### src/rtl/rtk_pkg.sv
package rtk_pkg;
  localparam int ADDR_W = 6;
  localparam int DATA_W = 16;

  localparam logic [ADDR_W-1:0] OFF_HM     = 6'h00;
  localparam logic [ADDR_W-1:0] OFF_SEC    = 6'h04;
  localparam logic [ADDR_W-1:0] OFF_AHM    = 6'h08;
  localparam logic [ADDR_W-1:0] OFF_ASEC   = 6'h0C;
  localparam logic [ADDR_W-1:0] OFF_CTL    = 6'h10;
  localparam logic [ADDR_W-1:0] OFF_STAT   = 6'h14;
  localparam logic [ADDR_W-1:0] OFF_IEN    = 6'h18;
  localparam logic [ADDR_W-1:0] OFF_DAY    = 6'h20;
  localparam logic [ADDR_W-1:0] OFF_ADAY   = 6'h24;

  localparam int CTL_EN_BIT    = 7;
  localparam int CTL_SEL_LSB   = 5;
  localparam int ST_ALARM_BIT  = 2;
  localparam int ST_SEC_BIT    = 4;

  typedef struct packed {
    logic [8:0] day;
    logic [4:0] hour;
    logic [5:0] min;
    logic [5:0] sec;
  } tod_t;
endpackage

### src/rtl/rtk_prescale.sv
module rtk_prescale #(
  parameter int DIV_A = 32768,
  parameter int DIV_B = 32000,
  parameter int DIV_C = 38400
) (
  input  logic       clk,
  input  logic       rst_n,
  input  logic       en,
  input  logic [1:0] sel,
  input  logic       clr,
  output logic       tick
);
  localparam int MAXAB = (DIV_A > DIV_B) ? DIV_A : DIV_B;
  localparam int MAXD  = (MAXAB > DIV_C) ? MAXAB : DIV_C;
  localparam int CW    = $clog2(MAXD + 1);
  localparam logic [CW-1:0] LIM_A = CW'(DIV_A - 1);
  localparam logic [CW-1:0] LIM_B = CW'(DIV_B - 1);
  localparam logic [CW-1:0] LIM_C = CW'(DIV_C - 1);

  logic [CW-1:0] cnt;
  logic [CW-1:0] lim;

  always_comb begin
    case (sel)
      2'b01:   lim = LIM_B;
      2'b10:   lim = LIM_C;
      default: lim = LIM_A;
    endcase
  end

  assign tick = en && !clr && (cnt >= lim);

  always_ff @(posedge clk or negedge rst_n) begin
    if (!rst_n)                  cnt <= '0;
    else if (!en || clr || tick) cnt <= '0;
    else                         cnt <= cnt + 1'b1;
  end
endmodule

### src/rtl/rtk_counters.sv
module rtk_counters
  import rtk_pkg::*;
(
  input  logic        clk,
  input  logic        rst_n,
  input  logic        tick,
  input  logic        wr_hm,
  input  logic        wr_sec,
  input  logic        wr_day,
  input  logic [15:0] wdata,
  output tod_t        now
);
  logic sec_c, min_c, hour_c;
  tod_t nxt;

  always_comb begin
    sec_c  = (now.sec >= 6'd59);
    min_c  = sec_c && (now.min >= 6'd59);
    hour_c = min_c && (now.hour >= 5'd23);
    nxt.sec  = sec_c  ? 6'd0 : now.sec + 6'd1;
    nxt.min  = sec_c  ? (min_c ? 6'd0 : now.min + 6'd1) : now.min;
    nxt.hour = min_c  ? (hour_c ? 5'd0 : now.hour + 5'd1) : now.hour;
    nxt.day  = hour_c ? now.day + 9'd1 : now.day;
  end

  always_ff @(posedge clk or negedge rst_n) begin
    if (!rst_n) begin
      now <= '0;
    end else if (tick) begin
      now <= nxt;
    end else begin
      if (wr_hm) begin
        now.hour <= wdata[12:8];
        now.min  <= wdata[5:0];
      end
      if (wr_sec) now.sec <= wdata[5:0];
      if (wr_day) now.day <= wdata[8:0];
    end
  end
endmodule

### src/rtl/rtk_match.sv
module rtk_match
  import rtk_pkg::*;
(
  input  logic clk,
  input  logic rst_n,
  input  logic tick,
  input  tod_t now,
  input  tod_t alm,
  output logic sec_pulse,
  output logic hit
);
  logic tick_d;

  always_ff @(posedge clk or negedge rst_n) begin
    if (!rst_n) tick_d <= 1'b0;
    else        tick_d <= tick;
  end

  assign sec_pulse = tick_d;
  assign hit       = tick_d && (now == alm);
endmodule

### src/rtl/rtk_top.sv
module rtk_top
  import rtk_pkg::*;
#(
  parameter int DIV_A = 32768,
  parameter int DIV_B = 32000,
  parameter int DIV_C = 38400
) (
  input  logic        clk,
  input  logic        rst_n,
  input  logic [5:0]  reg_addr,
  input  logic        reg_we,
  input  logic [15:0] reg_wdata,
  output logic [15:0] reg_rdata,
  output logic        sec_tick,
  output logic        alarm_hit,
  output logic [15:0] irq_status,
  output logic [15:0] irq_enable
);
  logic       ctl_en;
  logic [1:0] ctl_sel;
  tod_t       alm;
  tod_t       now;
  logic [15:0] ien;
  logic       st_alarm, st_sec;
  logic       tick;

  logic wr_hm, wr_sec, wr_day, wr_ahm, wr_asec, wr_aday, wr_ctl, wr_st, wr_ien, twr;

  assign wr_hm   = reg_we && (reg_addr == OFF_HM);
  assign wr_sec  = reg_we && (reg_addr == OFF_SEC);
  assign wr_day  = reg_we && (reg_addr == OFF_DAY);
  assign wr_ahm  = reg_we && (reg_addr == OFF_AHM);
  assign wr_asec = reg_we && (reg_addr == OFF_ASEC);
  assign wr_aday = reg_we && (reg_addr == OFF_ADAY);
  assign wr_ctl  = reg_we && (reg_addr == OFF_CTL);
  assign wr_st   = reg_we && (reg_addr == OFF_STAT);
  assign wr_ien  = reg_we && (reg_addr == OFF_IEN);
  assign twr     = wr_hm || wr_sec || wr_day;

  rtk_prescale #(.DIV_A(DIV_A), .DIV_B(DIV_B), .DIV_C(DIV_C)) u_pre (
    .clk(clk), .rst_n(rst_n), .en(ctl_en), .sel(ctl_sel), .clr(twr), .tick(tick)
  );

  rtk_counters u_cnt (
    .clk(clk), .rst_n(rst_n), .tick(tick),
    .wr_hm(wr_hm), .wr_sec(wr_sec), .wr_day(wr_day),
    .wdata(reg_wdata), .now(now)
  );

  rtk_match u_match (
    .clk(clk), .rst_n(rst_n), .tick(tick), .now(now), .alm(alm),
    .sec_pulse(sec_tick), .hit(alarm_hit)
  );

  always_ff @(posedge clk or negedge rst_n) begin
    if (!rst_n) begin
      ctl_en   <= 1'b0;
      ctl_sel  <= 2'b00;
      alm      <= '0;
      ien      <= '0;
      st_alarm <= 1'b0;
      st_sec   <= 1'b0;
    end else begin
      if (wr_ctl) begin
        ctl_en  <= reg_wdata[CTL_EN_BIT];
        ctl_sel <= reg_wdata[CTL_SEL_LSB +: 2];
      end
      if (wr_ahm) begin
        alm.hour <= reg_wdata[12:8];
        alm.min  <= reg_wdata[5:0];
      end
      if (wr_asec) alm.sec <= reg_wdata[5:0];
      if (wr_aday) alm.day <= reg_wdata[8:0];
      if (wr_ien)  ien     <= reg_wdata;
      st_alarm <= alarm_hit || (st_alarm && !(wr_st && reg_wdata[ST_ALARM_BIT]));
      st_sec   <= sec_tick  || (st_sec   && !(wr_st && reg_wdata[ST_SEC_BIT]));
    end
  end

  always_comb begin
    irq_status = '0;
    irq_status[ST_ALARM_BIT] = st_alarm;
    irq_status[ST_SEC_BIT]   = st_sec;
  end
  assign irq_enable = ien;

  always_comb begin
    reg_rdata = '0;
    case (reg_addr)
      OFF_HM:   reg_rdata = {3'b0, now.hour, 2'b0, now.min};
      OFF_SEC:  reg_rdata = {10'b0, now.sec};
      OFF_DAY:  reg_rdata = {7'b0, now.day};
      OFF_AHM:  reg_rdata = {3'b0, alm.hour, 2'b0, alm.min};
      OFF_ASEC: reg_rdata = {10'b0, alm.sec};
      OFF_ADAY: reg_rdata = {7'b0, alm.day};
      OFF_CTL:  reg_rdata = {8'b0, ctl_en, ctl_sel, 5'b0};
      OFF_STAT: reg_rdata = irq_status;
      OFF_IEN:  reg_rdata = ien;
      default:  reg_rdata = '0;
    endcase
  end
endmodule

### config.mk
export PLATFORM = sky130hd
export DESIGN_NAME = rtk_top
export DESIGN_NICKNAME = d
export VERILOG_FILES = /design/src/rtl/rtk_pkg.sv /design/src/rtl/rtk_prescale.sv /design/src/rtl/rtk_counters.sv /design/src/rtl/rtk_match.sv /design/src/rtl/rtk_top.sv
export SDC_FILE = /design/constraint.sdc
export NUM_CORES = 1
export LEC_CHECK = 0
export BUFFER_PORTS_ARGS = -buffer_cell sky130_fd_sc_hd__buf_2
export CAP_MARGIN = 20
export CELL_PAD_IN_SITES_DETAIL_PLACEMENT = 1
export CELL_PAD_IN_SITES_GLOBAL_PLACEMENT = 1
export CORE_AREA = 2 2 141 143
export DETAILED_ROUTE_END_ITERATION = 10
export DIE_AREA = 0 0 143 145
export PLACE_DENSITY_LB_ADDON = 0.1
export SKIP_LAST_GASP = 1
export SLEW_MARGIN = 10
export SYNTH_ARGS = -nofsm -noshare
export SYNTH_HDL_FRONTEND = slang
export SYNTH_HIERARCHICAL = 1
export SYNTH_SLANG_ARGS = --single-unit
### constraint.sdc
create_clock -name clk -period 9.4 [get_ports clk]
set_clock_uncertainty 0.15 [all_clocks]
set_input_delay 1.88 -clock clk [delete_from_list [all_inputs] [get_ports clk]]
set_output_delay 1.88 -clock clk [all_outputs]
set_load 0.03 [all_outputs]
==> flow_summary_export.csv <==
group,metric,value,unit
critical_path,reg2reg_slack,5370,ps
yosys,synth_largest_area_cell,"dfrtp_1",
layout,syn_to_final_growth,13.68,%
power,ir_worst_vdd,84.63,uV
sta,hold_violations,0,
sta,rsz0062_at_grt,"no",
layout,ff_latch_area,0.002252,mm^2
layout,antenna_cells,0,
run_status,run_status,"complete, no violations",
layout,multiInputGateArea,0.003144,mm^2
yosys,syn-cell-area,0.005650,mm^2
cts,cts.sinks,90,
sta,period_minus_slack,5807,ps
yosys,synth_edf_count,0,
route,drtAntennaViolNets,0,
critical_path,cp-start-kind,"input pin",
yosys,synth_warnings,6,
critical_path,critical_path_required,7370,ps
global_route,grt_pass1_wl,28.40,mm
yosys,async_reset_ff_frac,1.000,
global_route,grt-ovfl-total,0,
critical_path,endpoint_kind,"output pin",
critical_path,crit_start,"reg_addr[3]",
critical_path,r2r-start,"ctl_sel[0]",
global_route,grt_use_total,0.1797,
layout,drive_gt1_frac,0.2562,
global_route,grt_max_degree,58,
critical_path,cp.arrival,3780,ps
power,power.leakage,0.002778,uW
die,die_height,145,um
sta,finalMaxSlewViolations,0,
worst_hold_path,hold_end,"u_pre/cnt[0]",
critical_path,reg2regPathDepth,12,
die,coreArea,0.01921,mm^2
cts,cts_setup_buffers,0,
sta,tns,0,ps
die,initial_core_util,0.2942,
route,drtIter0Drc,202,
worst_hold_path,worstHoldStart,"u_pre/cnt[0]",
die,ios,75,
global_route,use_met1,0.2484,
yosys,synthMostInstantiatedCell,"dfrtp_1",
cts,root_buffer,"clkbuf_16",
yosys,synthCells,549,
global_route,antenna_found_initial,0,
cts,htree_levels,3,
global_route,grt_use_met2,0.2775,
critical_path,r2r_end,"u_cnt/now[23]",
yosys,synth_flop_cell,"dfrtp_1",
worst_hold_path,whs_path_depth,1,
yosys,avgSynthCellArea,10.29,um^2
layout,n_fill_cell,2213,
yosys,ys_seq_area_frac,0.3986,
cts,insertion_delay,350,ps
sta,setup_ws,3593,ps
place,hpwlAfterDp,13.26,mm
global_route,grt_util_met3,0.03762,
layout,design_area,0.006424,mm^2
sta,fmax,172.2,MHz
die,die-area,0.02074,mm^2
yosys,synth_seq_cells,90,
route,drc_errors,0,
sta,tightest_slew,983.9,ps
place,pre_cts_slack,3649,ps
place,dpl_cell_area,0.006143,mm^2
cts,cts-buffers-inserted,9,
place,port_buffers,60,
layout,nets,638,
sta,relSlewSlack,0.3427,
cts,clockBufferDepth,2,
power,power_density,167.9,mW/mm^2
cts,cts_tree,"built",
route,route.vias.total,4544,
route,drt-total-wl,18.22,mm
worst_hold_path,worst_hold_path_type,"reg -> reg",
sta,finalCritPeriodShare,0.6178,
yosys,synth.distinct_cells,78,
yosys,yosysTopAreaCellShare,0.3986,
yosys,yosys-top-cells-area,"dfrtp_1, mux2_2, xnor2_1",
place,gp_congestion,0.8310,
critical_path,critPathMaxFanout,25,
global_route,grt_pass1_vias,4699,
global_route,grt.busiest_layer,"met2",
flow_run,cap_violations,0,
cts,postCtsHoldBufs,0,
cts,cts_resized,0,
route,wl_per_cell,20.94,um
critical_path,path_class,"in -> out",
yosys,synthTopCellsByCount,"dfrtp_1, mux2_2, xnor2_1",
sta,setup_viol,0,
die,rows,51,
sta,holdWs,346.8,ps
die,die_width,143,um
route,drt_pass1_iterations,4,
route,avgViaCountPerCell,5.223,
cts,cts.clk_slew.worst_paths,70,ps
## critical path, cell delays in order
cell and delay, ps:
buf_2 310, nor3b_1 890, nand2_1 120, a21oi_1 220, a211o_1 130, buf_2 220
## through the flow
step                utilization  std cells  power (uW)
floorplan                     -        562       653.0
global placement         0.3198        854       727.6
detailed placement       0.3198        854       735.4
CTS                      0.3344        870        1096
global route             0.3344        870        1137
finish                   0.3344        870        1079
## report_power, final
| group | total (uW) | internal, uW | leakage [uW] | switching [uW] |
|---|---|---|---|---|
| Clock | 353 | 181 | 0.000132 | 171 |
| Sequential | 506 | 432 | 0.00117 | 74.1 |
| Combinational | 220 | 97.3 | 0.00147 | 122 |
## metal layers
metal	wire (um)	vias to the layer above
met2	8358	98
met3	739	26
met4	448	0
met1	8674	2314
li1	-	2106
met5	0	-
## logic make-up (layout without fill, tap and decap cells)
| logic type | after synthesis | after routing | share of synthesized area |
|---|---|---|---|
| XOR/XNOR | 39 | 39 | 0.06045 |
| multiplexers | 73 | 73 | 0.1457 |
| AO/OA/AOI/OAI | 115 | 115 | 0.1490 |
| flip-flops | 90 | 90 | 0.3986 |
| other | 1 | 14 | 0.0006637 |
| adder cells (fa/ha/maj) | 13 | 13 | 0.02879 |
| AND/OR/NAND/NOR | 160 | 160 | 0.1601 |
| buffers and inverters | 58 | 101 | 0.05669 |
## placed cells by master, fill, tap and decap left out, drive strengths merged, types with 14 or more instances in the layout
master	n
nand2	30
xnor2	36
dfrtp	90
conb	14
nor2	31
buf	65
a21oi	17
mux2	52
nand3	21
inv	21
mux2i	20
o21ai	20
nand4	16
## how the worst max path moves through the flow
| stage | to | cells past startpoint |
|---|---|---|
| after global placement | reg_rdata[3] | 6 |
| final | reg_rdata[3] | 6 |
| after floorplan | reg_rdata[10] | 5 |
| after CTS | reg_rdata[3] | 6 |
| after detailed placement | reg_rdata[3] | 6 |
| after global routing | reg_rdata[3] | 6 |
## registers in the layout (all words and copies together) (netlist names)
signal,flops
alm,26
u_cnt/now,26
irq_enable,16
u_pre/cnt,16
ctl_sel,2
ctl_en,1
st_alarm,1
st_sec,1
u_match/sec_pulse,1
## layout make-up
| cell class | count | area share |
|---|---|---|
| Inverter | 20 | 0.01169 |
| Clock buffer | 9 | 0.03506 |
| Timing Repair Buffer | 65 | 0.05298 |
| Sequential cell | 90 | 0.3506 |
| Clock inverter | 7 | 0.008570 |
| Tap cell | 265 | 0.05162 |
| Multi-Input combinational cell | 414 | 0.4895 |
(Power assumes the default switching activity.)
